## config.mk

```make
export PLATFORM = sky130hd
export DESIGN_NAME = idle_pd_seq
export DESIGN_NICKNAME = d
export VERILOG_FILES = /design/src/rtl/idle_pd_pkg.sv /design/src/rtl/idle_pd_timer.sv /design/src/rtl/idle_pd_demote.sv /design/src/rtl/idle_pd_fsm.sv /design/src/rtl/idle_pd_seq.sv
export SDC_FILE = /design/constraint.sdc
export NUM_CORES = 1
export LEC_CHECK = 0
export ABC_AREA = 0
export BUFFER_PORTS_ARGS = -buffer_cell sky130_fd_sc_hd__buf_2
export CAP_MARGIN = 20
export CORE_MARGIN = 1.5
export CORE_UTILIZATION = 40
export CTS_CLUSTER_DIAMETER = 150
export CTS_CLUSTER_SIZE = 8
export DETAILED_ROUTE_END_ITERATION = 10
export GPL_TIMING_DRIVEN = 0
export PLACE_DENSITY = 0.68
export SLEW_MARGIN = 20
export SYNTH_ARGS = -nofsm -noshare
export SYNTH_HDL_FRONTEND = slang
export SYNTH_SLANG_ARGS = --single-unit
```

## constraint.sdc

```tcl
create_clock -name clk -period 13.45 [get_ports clk]
set_clock_uncertainty 0.1 [all_clocks]
set_input_delay 2.69 -clock clk [delete_from_list [all_inputs] [get_ports clk]]
set_output_delay 2.69 -clock clk [all_outputs]
set_load 0.03 [all_outputs]
```

## src/rtl/idle_pd_pkg.sv

```systemverilog
package idle_pd_pkg;
    typedef enum logic [3:0] {
        ST_ACTIVE   = 4'd0,
        ST_FLUSH    = 4'd1,
        ST_SAVE     = 4'd2,
        ST_CS_ENTER = 4'd3,
        ST_DEEP     = 4'd4,
        ST_RESET    = 4'd5,
        ST_RELOCK   = 4'd6,
        ST_RESTORE  = 4'd7,
        ST_EXPAND   = 4'd8,
        ST_RESUME   = 4'd9,
        ST_SHALLOW  = 4'd10,
        ST_FAIL     = 4'd11
    } pd_state_e;
endpackage

```

## src/rtl/idle_pd_timer.sv

```systemverilog
module idle_pd_timer #(
    parameter int TO_W = 16
) (
    input  logic            clk,
    input  logic            rst_n,
    input  logic            waiting,
    input  logic            restart,
    input  logic [TO_W-1:0] limit,
    output logic            expired
);
    logic [TO_W-1:0] cnt_q;

    assign expired = waiting && (cnt_q == limit);

    always_ff @(posedge clk or negedge rst_n) begin
        if (!rst_n)                   cnt_q <= '0;
        else if (restart || !waiting) cnt_q <= '0;
        else if (!expired)            cnt_q <= cnt_q + 1'b1;
    end
endmodule

```

## src/rtl/idle_pd_demote.sv

```systemverilog
module idle_pd_demote #(
    parameter int IVL_W      = 16,
    parameter int HIST_DEPTH = 4
) (
    input  logic             clk,
    input  logic             rst_n,
    input  logic             ref_tick,
    input  logic             wake_evt,
    input  logic [IVL_W-1:0] thresh,
    output logic             demote
);
    localparam int LG    = $clog2(HIST_DEPTH);
    localparam int SUM_W = IVL_W + LG + 1;

    logic [IVL_W-1:0] ivl_q;
    logic [IVL_W-1:0] hist_q [HIST_DEPTH];
    logic [SUM_W-1:0] sum;

    always_ff @(posedge clk or negedge rst_n) begin
        if (!rst_n)                          ivl_q <= '0;
        else if (wake_evt)                   ivl_q <= '0;
        else if (ref_tick && (ivl_q != '1))  ivl_q <= ivl_q + 1'b1;
    end

    generate
        for (genvar g = 0; g < HIST_DEPTH; g++) begin : g_hist
            always_ff @(posedge clk or negedge rst_n) begin
                if (!rst_n)        hist_q[g] <= '1;
                else if (wake_evt) begin
                    if (g == 0)    hist_q[g] <= ivl_q;
                    else           hist_q[g] <= hist_q[(g == 0) ? 0 : g-1];
                end
            end
        end
    endgenerate

    always_comb begin
        sum = '0;
        for (int i = 0; i < HIST_DEPTH; i++) sum = sum + SUM_W'(hist_q[i]);
    end

    assign demote = sum < (SUM_W'(thresh) << LG);
endmodule

```

## src/rtl/idle_pd_fsm.sv

```systemverilog
module idle_pd_fsm
    import idle_pd_pkg::*;
(
    input  logic      clk,
    input  logic      rst_n,
    input  logic      idle_req,
    input  logic      demote,
    input  logic      flush_done,
    input  logic      save_done,
    input  logic      cs_ack,
    input  logic      cs_wake,
    input  logic      pll_lock,
    input  logic      restore_done,
    input  logic      expand_done,
    input  logic      ecc_fatal,
    input  logic      expired,
    output pd_state_e state_q,
    output logic      state_chg,
    output logic      waiting,
    output logic      wake_evt,
    output logic      timeout_q,
    output logic      flush_req,
    output logic      save_req,
    output logic      cs_enter_req,
    output logic      vid_low,
    output logic      core_rst,
    output logic      pll_relock_req,
    output logic      restore_req,
    output logic      expand_req,
    output logic      resume,
    output logic      shallow_go,
    output logic      full_reset_ind
);
    pd_state_e state_d;
    logic      to_hit;

    always_comb begin
        state_d = state_q;
        to_hit  = 1'b0;
        unique case (state_q)
            ST_ACTIVE:   if (idle_req) state_d = demote ? ST_SHALLOW : ST_FLUSH;
            ST_FLUSH:    if (flush_done) state_d = ST_SAVE;
                         else if (expired) begin state_d = ST_ACTIVE; to_hit = 1'b1; end
            ST_SAVE:     if (save_done) state_d = ST_CS_ENTER;
                         else if (expired) begin state_d = ST_ACTIVE; to_hit = 1'b1; end
            ST_CS_ENTER: if (cs_ack) state_d = ST_DEEP;
                         else if (expired) begin state_d = ST_ACTIVE; to_hit = 1'b1; end
            ST_DEEP:     if (cs_wake) state_d = ST_RESET;
            ST_RESET:    state_d = ST_RELOCK;
            ST_RELOCK:   if (pll_lock) state_d = ST_RESTORE;
                         else if (expired) begin state_d = ST_ACTIVE; to_hit = 1'b1; end
            ST_RESTORE:  if (ecc_fatal) state_d = ST_FAIL;
                         else if (restore_done) state_d = ST_EXPAND;
                         else if (expired) begin state_d = ST_ACTIVE; to_hit = 1'b1; end
            ST_EXPAND:   if (expand_done) state_d = ST_RESUME;
                         else if (expired) begin state_d = ST_ACTIVE; to_hit = 1'b1; end
            ST_RESUME:   state_d = ST_ACTIVE;
            ST_SHALLOW:  if (cs_wake) state_d = ST_ACTIVE;
            ST_FAIL:     state_d = ST_FAIL;
            default:     state_d = ST_ACTIVE;
        endcase
    end

    always_ff @(posedge clk or negedge rst_n) begin
        if (!rst_n) begin
            state_q   <= ST_ACTIVE;
            timeout_q <= 1'b0;
        end else begin
            state_q   <= state_d;
            timeout_q <= to_hit;
        end
    end

    always_comb begin
        flush_req      = (state_q == ST_FLUSH);
        save_req       = (state_q == ST_SAVE);
        cs_enter_req   = (state_q == ST_CS_ENTER);
        vid_low        = (state_q == ST_DEEP);
        core_rst       = (state_q == ST_RESET);
        pll_relock_req = (state_q == ST_RELOCK);
        restore_req    = (state_q == ST_RESTORE);
        expand_req     = (state_q == ST_EXPAND);
        resume         = (state_q == ST_RESUME);
        shallow_go     = (state_q == ST_SHALLOW);
        full_reset_ind = (state_q == ST_FAIL);
        waiting        = flush_req | save_req | cs_enter_req |
                         pll_relock_req | restore_req | expand_req;
        wake_evt       = cs_wake && (vid_low || shallow_go);
        state_chg      = (state_d != state_q);
    end
endmodule

```

## src/rtl/idle_pd_seq.sv

```systemverilog
module idle_pd_seq
    import idle_pd_pkg::*;
#(
    parameter int IVL_W      = 16,
    parameter int HIST_DEPTH = 4,
    parameter int TO_W       = 16
) (
    input  logic             clk,
    input  logic             rst_n,
    input  logic             idle_req,
    input  logic             ref_tick,
    input  logic [IVL_W-1:0] demote_thresh,
    input  logic [TO_W-1:0]  wait_limit,
    input  logic             flush_done,
    input  logic             save_done,
    input  logic             cs_ack,
    input  logic             cs_wake,
    input  logic             pll_lock,
    input  logic             restore_done,
    input  logic             expand_done,
    input  logic             ecc_fatal,
    output logic             flush_req,
    output logic             save_req,
    output logic             cs_enter_req,
    output logic             vid_low,
    output logic             core_rst,
    output logic             pll_relock_req,
    output logic             restore_req,
    output logic             expand_req,
    output logic             resume,
    output logic             shallow_go,
    output logic             full_reset_ind,
    output logic             timeout_err,
    output logic [3:0]       state_o
);
    pd_state_e state_q;
    logic      state_chg, waiting, wake_evt, expired, demote;

    idle_pd_fsm i_fsm (
        .clk, .rst_n, .idle_req, .demote, .flush_done, .save_done, .cs_ack,
        .cs_wake, .pll_lock, .restore_done, .expand_done, .ecc_fatal, .expired,
        .state_q, .state_chg, .waiting, .wake_evt, .timeout_q(timeout_err),
        .flush_req, .save_req, .cs_enter_req, .vid_low, .core_rst,
        .pll_relock_req, .restore_req, .expand_req, .resume, .shallow_go,
        .full_reset_ind
    );

    idle_pd_timer #(.TO_W(TO_W)) i_timer (
        .clk, .rst_n, .waiting, .restart(state_chg), .limit(wait_limit), .expired
    );

    idle_pd_demote #(.IVL_W(IVL_W), .HIST_DEPTH(HIST_DEPTH)) i_demote (
        .clk, .rst_n, .ref_tick, .wake_evt, .thresh(demote_thresh), .demote
    );

    assign state_o = state_q;
endmodule

```

==> run_summary.xml <==
<?xml version="1.0" encoding="UTF-8"?>
<metrics>
  <group name="global_route">
    <metric name="grt_pass1_wl" unit="µm">26700</metric>
    <metric name="global_route.usage.total" unit="%">16.9</metric>
    <metric name="grt_overflow_total" unit="">0</metric>
    <metric name="grt_max_degree" unit="">82</metric>
    <metric name="first_global_vias" unit="">5652</metric>
    <metric name="antenna_violations_before_repair" unit="">0</metric>
  </group>
  <group name="floorplanning">
    <metric name="die_h" unit="µm">139</metric>
    <metric name="core_box_area" unit="mm²">0.0181</metric>
    <metric name="initial_utilization" unit="%">41.1</metric>
    <metric name="placementRows" unit="">49</metric>
    <metric name="dieArea" unit="mm²">0.0194</metric>
    <metric name="io_pins" unit="">60</metric>
    <metric name="fp.dieW" unit="µm">139</metric>
  </group>
  <group name="clock_tree">
    <metric name="cts.reportedPaths.clkPinSlew" unit="ps">70</metric>
    <metric name="tritoncts" unit="">built</metric>
    <metric name="insertion_delay" unit="ps">350</metric>
    <metric name="cts_max_path_buffers" unit="">2</metric>
    <metric name="ctsHtreeMaxLevel" unit="">3</metric>
    <metric name="cts_hold_buffers" unit="">0</metric>
    <metric name="post_cts_repair_setup_buffers" unit="">0</metric>
    <metric name="cts.sinks" unit="">101</metric>
    <metric name="post_cts_resize_count" unit="">0</metric>
    <metric name="cts_root_buffer" unit="">sky130_fd_sc_hd__clkbuf_16</metric>
    <metric name="tritoncts.num_buffers" unit="">9</metric>
  </group>
  <group name="run">
    <metric name="max-cap-violations" unit="">0</metric>
  </group>
  <group name="timing">
    <metric name="max_clock_freq" unit="MHz">149</metric>
    <metric name="finalSetupTns" unit="ps">0</metric>
    <metric name="worstMarginPinSlew" unit="ps">642</metric>
    <metric name="relSlewSlack" unit="%">57.2</metric>
    <metric name="finalHoldViolCount" unit="">0</metric>
    <metric name="setup_viol" unit="">0</metric>
    <metric name="rsz0062_at_grt" unit="">no</metric>
    <metric name="final-max-slew-violation-count" unit="">0</metric>
    <metric name="layout_min_cycle_time" unit="ps">6730</metric>
    <metric name="finalCritPeriodShare" unit="%">50.1</metric>
  </group>
  <group name="yosys">
    <metric name="yosys_warnings" unit="">0</metric>
    <metric name="netlist_instances" unit="">784</metric>
    <metric name="ys_ff_latch" unit="">101</metric>
    <metric name="postSynth.asyncResetShare" unit="%">100</metric>
    <metric name="synth.distinct_cells" unit="">76</metric>
    <metric name="synth.yosys.seq_area_share" unit="%">35.1</metric>
    <metric name="synthesis.area" unit="mm²">0.00743</metric>
    <metric name="synth-edff-count" unit="">0</metric>
    <metric name="dominantRegCellSynth" unit="">sky130_fd_sc_hd__dfstp_2</metric>
    <metric name="synth.avg_cell_area" unit="µm²">9.47</metric>
    <metric name="synthesis.nets" unit="">894</metric>
  </group>
  <group name="critical_path">
    <metric name="worstPathMaxFanout" unit="">10</metric>
    <metric name="crit_required" unit="ps">13590</metric>
    <metric name="setup.worst_path.end_class" unit="">flip-flop</metric>
    <metric name="critPathLaunchType" unit="">flip-flop</metric>
    <metric name="crit-reg2reg-capture" unit="">i_timer.cnt_q[7]</metric>
    <metric name="worstSetupPathType" unit="">reg2reg</metric>
    <metric name="r2r.worst_path.cells" unit="">27</metric>
    <metric name="critPathArrivalTime" unit="ps">6870</metric>
    <metric name="r2r_start" unit="">i_demote.hist_q[32]</metric>
    <metric name="reg2reg_setup_slack" unit="ps">6720</metric>
  </group>
  <group name="pwr">
    <metric name="worst_ir_drop_vdd" unit="mV">0.0842</metric>
    <metric name="power" unit="mW">1.80</metric>
    <metric name="static-leakage-power" unit="nW">3.85</metric>
    <metric name="power.density_cell_area" unit="mW/mm²">215</metric>
  </group>
  <group name="route">
    <metric name="dr.pass1.iters" unit="">10</metric>
    <metric name="routed_wirelength" unit="µm">15700</metric>
    <metric name="remaining_routing_drc_violations" unit="">12</metric>
    <metric name="routed-via-count" unit="">5629</metric>
    <metric name="antenna_violating_nets_post_route" unit="">0</metric>
    <metric name="number_of_drc_markers_in_iteration_0" unit="">227</metric>
    <metric name="viasPerCell" unit="">5.17</metric>
    <metric name="detail_route.wl_per_cell" unit="µm">14.4</metric>
  </group>
  <group name="place">
    <metric name="place.gp.congestion" unit="">0.907</metric>
    <metric name="dp.final_hpwl" unit="µm">12200</metric>
    <metric name="numPortBuffers" unit="">59</metric>
  </group>
  <group name="layout">
    <metric name="fillCellCount" unit="">1752</metric>
    <metric name="ff_latch_area" unit="mm²">0.00261</metric>
    <metric name="num-nets-final" unit="">965</metric>
    <metric name="post_route_cells_drive_above_1_share" unit="%">25.5</metric>
    <metric name="multiInputGateArea" unit="mm²">0.00432</metric>
    <metric name="syn_to_final_growth" unit="%">12.4</metric>
    <metric name="layout.cells.most_common_list" unit="">sky130_fd_sc_hd__inv_1 (94), sky130_fd_sc_hd__buf_2 (66), sky130_fd_sc_hd__nand2_1 (65), sky130_fd_sc_hd__dfstp_2 (64), sky130_fd_sc_hd__o21ai_0 (59)</metric>
    <metric name="antenna_cells_inserted" unit="">0</metric>
    <metric name="layout_commonest_cell" unit="">sky130_fd_sc_hd__inv_1</metric>
  </group>
  <group name="min_path">
    <metric name="min-delay-path-class" unit="">reg2reg</metric>
    <metric name="worst_hold_path.num_cells" unit="">2</metric>
    <metric name="whs_endpoint" unit="">i_demote.hist_q[9]</metric>
    <metric name="timing.hold.worst.start" unit="">i_demote.hist_q[25]</metric>
  </group>
  <group name="outcome">
    <metric name="run_status" unit="">complete, but fails checks</metric>
    <metric name="violated_checks" unit="">design-rule violations</metric>
  </group>
</metrics>
where the power goes:
part	internal, mW	leakage (nW)	switching [mW]	total (mW)
Combinational	0.452	2.53	0.599	1.05
Clock	0.148	0.151	0.124	0.272
Sequential	0.422	1.17	0.0503	0.472
layer usage:
layer / global-route usage (%) / part of all wire, %
met4: 3.92 / 1.3
met3: 4.03 / 4.2
met5: 0 / 0
met1: 20.8 / 46
met2: 29.7 / 48
cell usage after synthesis, types with 14 or more instances:
cell                      count  share of area (%)
sky130_fd_sc_hd__a21oi_1     40                2.7
sky130_fd_sc_hd__dfrtp_1     37                 12
sky130_fd_sc_hd__dfstp_2     64                 23
sky130_fd_sc_hd__fa_1        17                4.6
sky130_fd_sc_hd__ha_1        49                8.3
sky130_fd_sc_hd__inv_1       94                4.8
sky130_fd_sc_hd__mux2_2      32                4.9
sky130_fd_sc_hd__nand2_1     65                3.3
sky130_fd_sc_hd__nand3_1     19                1.3
sky130_fd_sc_hd__nor2_1      43                2.2
sky130_fd_sc_hd__nor3_1      14               0.94
sky130_fd_sc_hd__o21ai_0     59                4.0
sky130_fd_sc_hd__or3_1       15                1.3
sky130_fd_sc_hd__xnor2_1     23                2.7
sky130_fd_sc_hd__xor2_1      38                4.5
state kept, by name, indices dropped and copies added (netlist names):
signal and flops:
i_timer.cnt_q 16, i_fsm.timeout_q 1, i_demote.hist_q 64, i_fsm.state_q 4, i_demote.ivl_q 16
layout make-up:
| class | instances | area share (%) |
|---|---|---|
| plain buffers | 26 | 1.75 |
| clock buffers | 10 | 2.74 |
| clock inverters | 6 | 0.944 |
| inverters | 94 | 4.23 |
| multi-input cells | 563 | 51.7 |
| flip-flops and latches | 101 | 31.2 |
| well taps | 229 | 3.43 |
| repair buffers | 60 | 3.94 |
per-stage QoR:
| step | setup WS (ps) | std cells | hold WS [ps] | area [µm²] | util [%] |
|---|---|---|---|---|---|
| finish | 6720 | 1089 | 383 | 8350 | 46.2 |
| global route | 6330 | 1089 | 401 | 8350 | 46.2 |
| CTS | 6660 | 1089 | 383 | 8350 | 46.2 |
| detailed placement | 6680 | 1073 | 371 | 8040 | 44.5 |
| global placement | 6740 | 1072 | 363 | 8010 | 44.3 |
| floorplan | 7640 | 784 | 359 | 7430 | - |
worst max-delay path by stage:
| stage | end | slack [ps] | from |
|---|---|---|---|
| final | i_timer.cnt_q[7] | 6720 | i_demote.hist_q[32] |
| after global routing | i_timer.cnt_q[7] | 6330 | i_demote.hist_q[48] |
| after CTS | i_timer.cnt_q[9] | 6660 | i_demote.hist_q[48] |
| after detailed placement | i_timer.cnt_q[9] | 6680 | i_demote.hist_q[48] |
| after global placement | i_timer.cnt_q[11] | 6740 | i_demote.hist_q[32] |
| after floorplan | i_timer.cnt_q[14] | 7640 | i_demote.hist_q[32] |
critical path: stages (launching register included):
cell and delay (ps):
sky130_fd_sc_hd__dfstp_2 550, sky130_fd_sc_hd__ha_1 200, sky130_fd_sc_hd__inv_1 70, sky130_fd_sc_hd__fa_1 410, sky130_fd_sc_hd__nor2b_1 160, sky130_fd_sc_hd__o31a_1 190, sky130_fd_sc_hd__o211ai_1 100, sky130_fd_sc_hd__nand2_1 130
sky130_fd_sc_hd__a21oi_1 90, sky130_fd_sc_hd__xor2_1 170, sky130_fd_sc_hd__fa_1 490, sky130_fd_sc_hd__inv_1 40, sky130_fd_sc_hd__ha_1 230, sky130_fd_sc_hd__or3_1 320, sky130_fd_sc_hd__a211oi_1 320, sky130_fd_sc_hd__o31ai_1 200
sky130_fd_sc_hd__o21ai_0 210, sky130_fd_sc_hd__o21ai_0 150, sky130_fd_sc_hd__xor2_1 160, sky130_fd_sc_hd__ha_1 290, sky130_fd_sc_hd__a21o_1 160, sky130_fd_sc_hd__a221oi_1 350, sky130_fd_sc_hd__o21ai_1 160, sky130_fd_sc_hd__a211o_1 400
sky130_fd_sc_hd__o221ai_2 140, sky130_fd_sc_hd__mux2i_2 450, sky130_fd_sc_hd__buf_4 300, sky130_fd_sc_hd__nor4b_2 80
logic make-up after synthesis:
group	synth area share, %
simple gates	17.6
mux	5.64
buf+inv	6.72
xor+xnor	7.41
compound gates	14.6
fa+ha+maj	12.8
flops	35.1
No activity file was read; power rests on OpenSTA's default activity.
